--- config.mk ---
export PLATFORM = sky130hd
export DESIGN_NAME = wiper_pos_ctrl
export DESIGN_NICKNAME = d
export VERILOG_FILES = /design/src/rtl/wpr_pkg.sv /design/src/rtl/wpr_src_arb.sv /design/src/rtl/wpr_step_sat.sv /design/src/rtl/wpr_tap_decode.sv /design/src/rtl/wiper_pos_ctrl.sv
export SDC_FILE = /design/constraint.sdc
export NUM_CORES = 1
export LEC_CHECK = 0
export BUFFER_PORTS_ARGS = -buffer_cell sky130_fd_sc_hd__buf_2
export CAP_MARGIN = 25
export CORE_UTILIZATION = 43
export CTS_CLUSTER_DIAMETER = 50
export DETAILED_ROUTE_END_ITERATION = 10
export GPL_TIMING_DRIVEN = 0
export PLACE_DENSITY = 0.75
export SLEW_MARGIN = 20
export SYNTH_ARGS = -nofsm -noshare
export SYNTH_HDL_FRONTEND = slang
export SYNTH_HIERARCHICAL = 1
export SYNTH_SLANG_ARGS = --single-unit
--- constraint.sdc ---
create_clock -name clk -period 2.6 [get_ports clk]
set_input_delay 0.13 -clock clk [delete_from_list [all_inputs] [get_ports clk]]
set_output_delay 0.13 -clock clk [all_outputs]
set_load 0.05 [all_outputs]
--- src/rtl/wpr_pkg.sv ---
// Package: shared types for the wiper position counter.
// Assumes a single source is selected per cycle by the arbiter.
package wpr_pkg;
    // Source that sets the next wiper position.
    typedef enum logic [2:0] {
        SRC_HOLD   = 3'd0,
        SRC_RECALL = 3'd1,
        SRC_WRITE  = 3'd2,
        SRC_XFER   = 3'd3,
        SRC_STEP   = 3'd4
    } wpr_src_e;
endpackage

--- src/rtl/wpr_src_arb.sv ---
// Module: priority arbiter for the wiper position sources.
// Priority, highest first: recall, direct write, transfer, step.
// Assumes set_bank holds NREG entries of W bits, entry 0 first.
module wpr_src_arb
    import wpr_pkg::*;
#(
    parameter int W    = 6,
    parameter int NREG = 4,
    localparam int SELW = $clog2(NREG)
) (
    input  logic                clk,
    input  logic                rst_n,
    input  logic                recall,
    input  logic                wr_en,
    input  logic [W-1:0]        wr_val,
    input  logic                xfer_en,
    input  logic [SELW-1:0]     xfer_sel,
    input  logic [NREG*W-1:0]   set_bank,
    input  logic                step_req,
    output wpr_src_e            src,
    output logic [W-1:0]        load_val
);
    // Pick the winning source by fixed priority.
    always_comb begin
        if (recall)        src = SRC_RECALL;
        else if (wr_en)    src = SRC_WRITE;
        else if (xfer_en)  src = SRC_XFER;
        else if (step_req) src = SRC_STEP;
        else               src = SRC_HOLD;
    end

    // Route the parallel load value for the winning source.
    always_comb begin
        case (src)
            SRC_RECALL: load_val = set_bank[W-1:0];
            SRC_WRITE:  load_val = wr_val;
            SRC_XFER:   load_val = set_bank[xfer_sel*W +: W];
            default:    load_val = '0;
        endcase
    end

    // a load request must never lose to a step request.
    p_load_wins_r8: assert property (@(posedge clk) disable iff (!rst_n)
        (recall || wr_en || xfer_en) |-> (src != SRC_STEP && src != SRC_HOLD));
    // recall overrides the other loads.
    p_recall_first_r3: assert property (@(posedge clk) disable iff (!rst_n)
        recall |-> (load_val == set_bank[W-1:0]));
endmodule

--- src/rtl/wpr_step_sat.sv ---
// Module: saturating one-step increment/decrement.
// Assumes up and dn are both sampled in the same cycle; both high means no move.
module wpr_step_sat #(
    parameter int W = 6
) (
    input  logic [W-1:0] pos,
    input  logic         up,
    input  logic         dn,
    output logic [W-1:0] stepped
);
    localparam logic [W-1:0] TOP = {W{1'b1}};

    // Move one segment unless already at the matching end.
    always_comb begin
        stepped = pos;
        if (up && !dn && pos != TOP)
            stepped = pos + W'(1);
        else if (dn && !up && pos != '0)
            stepped = pos - W'(1);
    end
endmodule

--- src/rtl/wpr_tap_decode.sv ---
// Module: registered one-hot decode of the next wiper position.
// Assumes next_pos is the value the position register loads at the same edge.
module wpr_tap_decode #(
    parameter int W = 6,
    localparam int NTAP = 1 << W
) (
    input  logic            clk,
    input  logic            rst_n,
    input  logic [W-1:0]    next_pos,
    output logic [NTAP-1:0] tap_q
);
    logic [NTAP-1:0] tap_d;

    // One comparator per tap switch.
    for (genvar i = 0; i < NTAP; i++) begin : g_tap
        assign tap_d[i] = (next_pos == W'(i));
    end

    // Register the select; reset selects the low end tap.
    always_ff @(posedge clk) begin
        if (!rst_n) tap_q <= NTAP'(1);
        else        tap_q <= tap_d;
    end

    // exactly one switch on at any time.
    p_onehot_r2: assert property (@(posedge clk) disable iff (!rst_n)
        $onehot(tap_q));
endmodule

--- src/rtl/wiper_pos_ctrl.sv ---
// Module: wiper position register with load, saturating step and tap select.
// Assumes strobes are single-cycle requests from a command layer.
module wiper_pos_ctrl
    import wpr_pkg::*;
#(
    parameter int W    = 6,
    parameter int NREG = 4,
    localparam int SELW = $clog2(NREG),
    localparam int NTAP = 1 << W
) (
    input  logic              clk,
    input  logic              rst_n,
    input  logic              recall,
    input  logic              wr_en,
    input  logic [W-1:0]      wr_val,
    input  logic              xfer_en,
    input  logic [SELW-1:0]   xfer_sel,
    input  logic [NREG*W-1:0] set_bank,
    input  logic              step_up,
    input  logic              step_dn,
    output logic [W-1:0]      wiper_pos,
    output logic [NTAP-1:0]   tap_sel
);
    localparam logic [W-1:0] TOP = {W{1'b1}};

    wpr_src_e     src;
    logic [W-1:0] load_val;
    logic [W-1:0] stepped;
    logic [W-1:0] pos_d;

    wpr_src_arb #(.W(W), .NREG(NREG)) i_arb (
        .clk(clk), .rst_n(rst_n),
        .recall(recall), .wr_en(wr_en), .wr_val(wr_val),
        .xfer_en(xfer_en), .xfer_sel(xfer_sel), .set_bank(set_bank),
        .step_req(step_up || step_dn),
        .src(src), .load_val(load_val)
    );

    wpr_step_sat #(.W(W)) i_step (
        .pos(wiper_pos), .up(step_up), .dn(step_dn), .stepped(stepped)
    );

    // Choose the next position from the winning source.
    always_comb begin
        case (src)
            SRC_HOLD: pos_d = wiper_pos;
            SRC_STEP: pos_d = stepped;
            default:  pos_d = load_val;
        endcase
    end

    // Position register; reset to the low end.
    always_ff @(posedge clk) begin
        if (!rst_n) wiper_pos <= '0;
        else        wiper_pos <= pos_d;
    end

    wpr_tap_decode #(.W(W)) i_dec (
        .clk(clk), .rst_n(rst_n), .next_pos(pos_d), .tap_q(tap_sel)
    );

    // the set select bit matches the position.
    p_tap_match_r2: assert property (@(posedge clk) disable iff (!rst_n)
        tap_sel[wiper_pos]);
    // recall loads entry 0 at the next edge.
    p_recall_r3: assert property (@(posedge clk) disable iff (!rst_n)
        recall |=> wiper_pos == $past(set_bank[W-1:0]));
    // direct write without recall loads the value.
    p_write_r4: assert property (@(posedge clk) disable iff (!rst_n)
        (wr_en && !recall) |=> wiper_pos == $past(wr_val));
    // no wrap at the high end.
    p_no_wrap_hi_r7: assert property (@(posedge clk) disable iff (!rst_n)
        (step_up && !recall && !wr_en && !xfer_en && wiper_pos == TOP) |=> wiper_pos == TOP);
    // no wrap at the low end.
    p_no_wrap_lo_r7: assert property (@(posedge clk) disable iff (!rst_n)
        (step_dn && !recall && !wr_en && !xfer_en && wiper_pos == '0) |=> wiper_pos == '0);
    // no request keeps the position.
    p_hold_r9: assert property (@(posedge clk) disable iff (!rst_n)
        (!recall && !wr_en && !xfer_en && !step_up && !step_dn) |=> $stable(wiper_pos));
endmodule

Yosys cells after proc, flatten, opt, wreduce, memory -nomap -nowiden
Cells that the tools add are included.
- shifts and indexed selects: 1
- eq/ne operators: 68
- multipliers: 1
- muxes and demuxes: 8
- add/subtract/negate cells: 2
- reductions and logical operators: 10
- operators with widths (cell ; number):
    $eq 6x6->1 const B ; 32
    $eq 6x5->1 const B ; 16
    $eq 6x4->1 const B ; 8
    $eq 6x3->1 const B ; 4
    $shiftx 24x6->6 ; 1
    $pmux 6 s3 ; 1
    $eq 6x2->1 const B ; 2
    $mux 3 ; 4
    $mux 6 ; 2
    $pmux 6 s2 ; 1
    $add 6x1->6 const B ; 1
    $eq 3x2->1 const B ; 2
    $eq 6x1->1 const B ; 1
    $logic_not 6->1 ; 1
    $ne 6x6->1 const B ; 1
    $reduce_bool 6->1 ; 1
    $sub 6x1->6 const B ; 1
    $logic_and 1x1->1 ; 4
    $mul 2x2->4 const B ; 1
    $eq 3x1->1 const B ; 1
    $eq 3x3->1 const B ; 1
    $logic_not 3->1 ; 1
    $logic_not 1->1 ; 2
    $logic_or 1x1->1 ; 1
- register bits: 70

Logic depth before layout (Yosys ltp)
- depth after elaboration: 9
- depth in mapped cells: 11
- depth with buffers taken out: 10

Cells and area by module
The synthesis kept the hierarchy.
- by module, submodules not included (module ; instances ; area each (um^2) ; cells an instance):
    wpr_tap_decode ; 1 ; 1744.2 ; 157
    wiper_pos_ctrl ; 1 ; 374.1 ; 35
    wpr_step_sat ; 1 ; 334.1 ; 45
    wpr_src_arb ; 1 ; 301.5 ; 27

Worst setup path after synthesis
No wires, ideal clock.
- kind: reg-to-reg
- start: register wiper_pos[0]
- end: register i_dec.tap_q[34]
- setup slack: -286 ps
- path buffers: 0
- cell stages (with the launch flop): 10
- clock period less this slack: 2886 ps
- arrival time: 2817 ps
- required time: 2531 ps
- cells stage by stage: dfxtp_1 -> inv_1 -> ha_1 -> and3b_1 -> mux2_4 -> a211oi_2 -> mux2i_1 -> a21oi_1 -> or4b_1 -> nor2_1
- longest elaborated chain between the ends: 6
- elaborated cells on any way between the ends: 10
- RTL lines (item ; RTL line ; source):
    start: declaration ; wiper_pos_ctrl.sv:21 ; output logic [W-1:0] wiper_pos,
    start signal: assignment ; wiper_pos_ctrl.sv:55 ; else wiper_pos <= pos_d;
    branches (longest 3 deep; another with $sub 6x1->6) ; -- ;
    $mux 6 (*) ; wpr_step_sat.sv:16 ; if (up && !dn && pos != TOP)
    via stepped[1] ; wiper_pos_ctrl.sv:28 ; logic [W-1:0] stepped;
    $pmux 6 s2 (*) ; wiper_pos_ctrl.sv:45 ; case (src)
    via pos_d[1] ; wiper_pos_ctrl.sv:29 ; logic [W-1:0] pos_d;
    $eq 6x6->1 (*) ; wpr_tap_decode.sv:16 ; assign tap_d[i] = (next_pos == W'(i));
    end signal: assignment ; wpr_tap_decode.sv:22 ; else tap_q <= tap_d;
    end: declaration ; wpr_tap_decode.sv:10 ; output logic [NTAP-1:0] tap_q
Mark *: on every way through the listed nets, which the timed path passes.
A chain may end at the register's enable or synchronous reset.

Worst setup path after layout
- start: register wiper_pos[0]
- end: register i_dec.tap_q[18]
- longest elaborated chain between the ends: 6
- elaborated cells on any way between the ends: 10
- RTL lines (item ; RTL line):
    branches (longest 3 deep; another with $sub 6x1->6) ; --
    $mux 6 (*) ; wpr_step_sat.sv:16
    via stepped[2] ; wiper_pos_ctrl.sv:28
    $pmux 6 s2 (*) ; wiper_pos_ctrl.sv:45
    via pos_d[2] ; wiper_pos_ctrl.sv:29
    $eq 6x5->1 (*) ; wpr_tap_decode.sv:16
Marks and branches as above.

==> flow_metrics.tcl <==
set metrics [dict create \
    cts_tree "done" \
    final_common_cell "buf_2" \
    clock-sinks 70 \
    arrival_ns 2.80 \
    slowest_stage "or4b_4" \
    dr.pass1.iters 4 \
    dp_hpwl_um 4720 \
    cap_violations 0 \
    ant_nets 0 \
    h-tree-depth 3 \
    period_minus_slack_ns 2.52 \
    ctsRootBufferMaster "clkbuf_8" \
    vias 2424 \
    synth_warnings 6 \
    critPathLaunch "wiper_pos[0]" \
    hp-class "primary input to register" \
    grt_pass1_vias 2123 \
    area_growth_pct 40.2 \
    final_cell_mix "buf_2, nor2_1, dfxtp_1" \
    port_buffers 106 \
    rows 28 \
    setup_viol 0 \
    path_cells "inv_2 > ha_4 > nand2b_4 > nor4_4 > o21ai_1 > xor2_1 > mux2i_1 > a21oi_2 > clkbuf_4 > or4b_4 > nor2_1" \
    crit_path_max_incr_delay_ns 0.55 \
    synth_cell_types 43 \
    r2r_start "wiper_pos[0]" \
    nets 432 \
    die-area_um2 6730 \
    core-area_um2 6060 \
    timing.rr.end "i_dec/tap_q[18]" \
    synth-seq-cells 70 \
    finClkSkew_ns 0.00676 \
    insertion_delay_ns 0.34 \
    synthArstFlopShare 0 \
    cp.required_ns 2.88 \
    grt_max_degree 13 \
    die_h_um 82.0 \
    avgSynthCellArea_um2 10.4 \
    p_per_area_nw_per_um2 695 \
    setup_ws_ns 0.0784 \
    critical_path_class "register to register" \
    timing.final.crit_share 0.970 \
    synth_edf_count 0 \
    grt.total_usage 0.200 \
    finish.utilization 0.637 \
    crit_path_end_kind "register" \
    clk_pin_slew_worst_paths_ns 0.07 \
    syn-num-nets 306 \
    slew_violations 0 \
    drive_gt1_frac 0.494 \
    die_w_um 82.0 \
    hold_slack_ns 0.0204 \
    wire_per_inst_um 14.5 \
    ios 109 \
    pre_cts_slack_ns -0.189 \
    worst_pin_slew_ns 0.663 \
    synth_top_flop_cell "dfxtp_1" \
    startpoint_type "register" \
    outcome "finished clean" \
    antenna_found_initial 0 \
    slew_headroom 0.557 \
    drc 0 \
    viasPerCell 5.16 \
    grt_first_pass_wirelength_um 9940 \
    syn_inst 264 \
    routed_wl_um 6820 \
    diodes 0 \
    ir_worst_vdd_mv 0.651 \
    initial_core_util 0.454 \
    cts_buffers 9 \
    ff2ff_path_depth 11 \
    endpoint "i_dec/tap_q[18]" \
    rrSetupSlack_ns 0.08 \
    gp_congestion 0.752 \
    drtIter0Drc 110 \
    grt_overflow 0 \
    hold_violations 0 \
    rsz0062_at_grt "true" \
    yosysSeqAreaShare 0.509 \
    cp_max_fo 10 \
    power_leakage_uw 0.00174 \
    max_freq_mhz 397 \
    syn_area_um2 2750 \
    clock_path_buffers 2 \
]
## where the power goes
part / switching [uW] / total [uW] / leakage, uW / internal [uW]
Clock: 385 / 1080 / 0.000130 / 691
Combinational: 286 / 489 / 0.00104 / 203
Sequential: 24.0 / 1120 / 0.000569 / 1100
## final cells by class
cell class,instances,area (um^2)
Buffer,14,109
Multi-Input combinational cell,174,1360
Fill cell,486,2200
Tap cell,75,93.8
Clock buffer,11,151
Sequential cell,70,1420
Clock inverter,5,104
Timing Repair Buffer,116,606
Inverter,5,18.8
## cells by family (layout without fill, tap and decap cells)
| family | count (synthesis) | count (layout) | share of synthesized area |
|---|---|---|---|
| and+or+nand+nor | 117 | 117 | 0.239 |
| DFF | 70 | 70 | 0.509 |
| AOI/OAI and AO/OA | 37 | 37 | 0.111 |
| buffers and inverters | 20 | 151 | 0.0382 |
| muxes | 13 | 13 | 0.0763 |
| xor gates and xnor gates | 4 | 4 | 0.0127 |
| adders and majority gates | 3 | 3 | 0.0136 |
## how the worst min path moves through the flow
stage / cells after the start / startpoint / slack [ns] / end
3_3_place_gp: 2 / rst_n / 0.35 / i_dec/tap_q[0]
3_5_place_dp: 2 / rst_n / 0.36 / i_dec/tap_q[0]
2_1_floorplan: 1 / rst_n / 0.20 / i_dec/tap_q[0]
5_1_grt: 2 / rst_n / 0.009 / i_dec/tap_q[0]
6_report: 2 / rst_n / 0.02 / i_dec/tap_q[0]
4_1_cts: 2 / rst_n / 0.002 / i_dec/tap_q[0]
## timing repair
action,CTS,global route
setup endpoints to repair,60,64
pin swaps,0,7
gates cloned,0,0
hold buffers,0,0
setup buffers,2,8
gates resized for setup,20,32
## cells in the mapped netlist, drive strengths merged (5+ instances only)
cell,n,area [um^2]
mux4,6,135
mux2i,6,60.1
a211oi,7,77.6
nand4bb,6,67.6
dfxtp,70,1400
clkbuf,11,41.3
o21ba,6,60.1
a21oi,7,35.0
inv,5,18.8
a221o,6,60.1
nor2,67,254
and3b,7,61.3
## stage by stage
stage          TNS [ns]  power [uW]  instances  area [um^2]
5_1_grt          -0.183        2790        470         3860
3_5_place_dp      -6.41        1550        445         3390
2_1_floorplan         0        1440        264         2760
4_1_cts         -0.0355        2650        462         3720
3_3_place_gp      -4.89        1540        445         3390
6_report              0        2680        470         3860
## sequential cells by signal, summed over array words and instances (netlist names)
signal	count
i_dec/tap_q	64
wiper_pos	6
## per-layer routing
layer	track usage	wire length, um	vias to the layer above
li1	-	-	1189
met1	0.242	2960	1131
met2	0.328	3360	99
met3	0.0811	462	5
met4	0.0526	46	0
met5	0	0	-
## worst max-delay path: cells and delay by family (launching register included)
family,cells,cell delay (ns)
XOR/XNOR,1,0.15
AND/OR/NAND/NOR,4,0.99
buffers and inverters,2,0.30
multiplexers,1,0.23
AO/OA/AOI/OAI,2,0.26
adder cells (fa/ha/maj),1,0.16
flip-flops,1,0.37
Power figures use the tool's default switching activity.
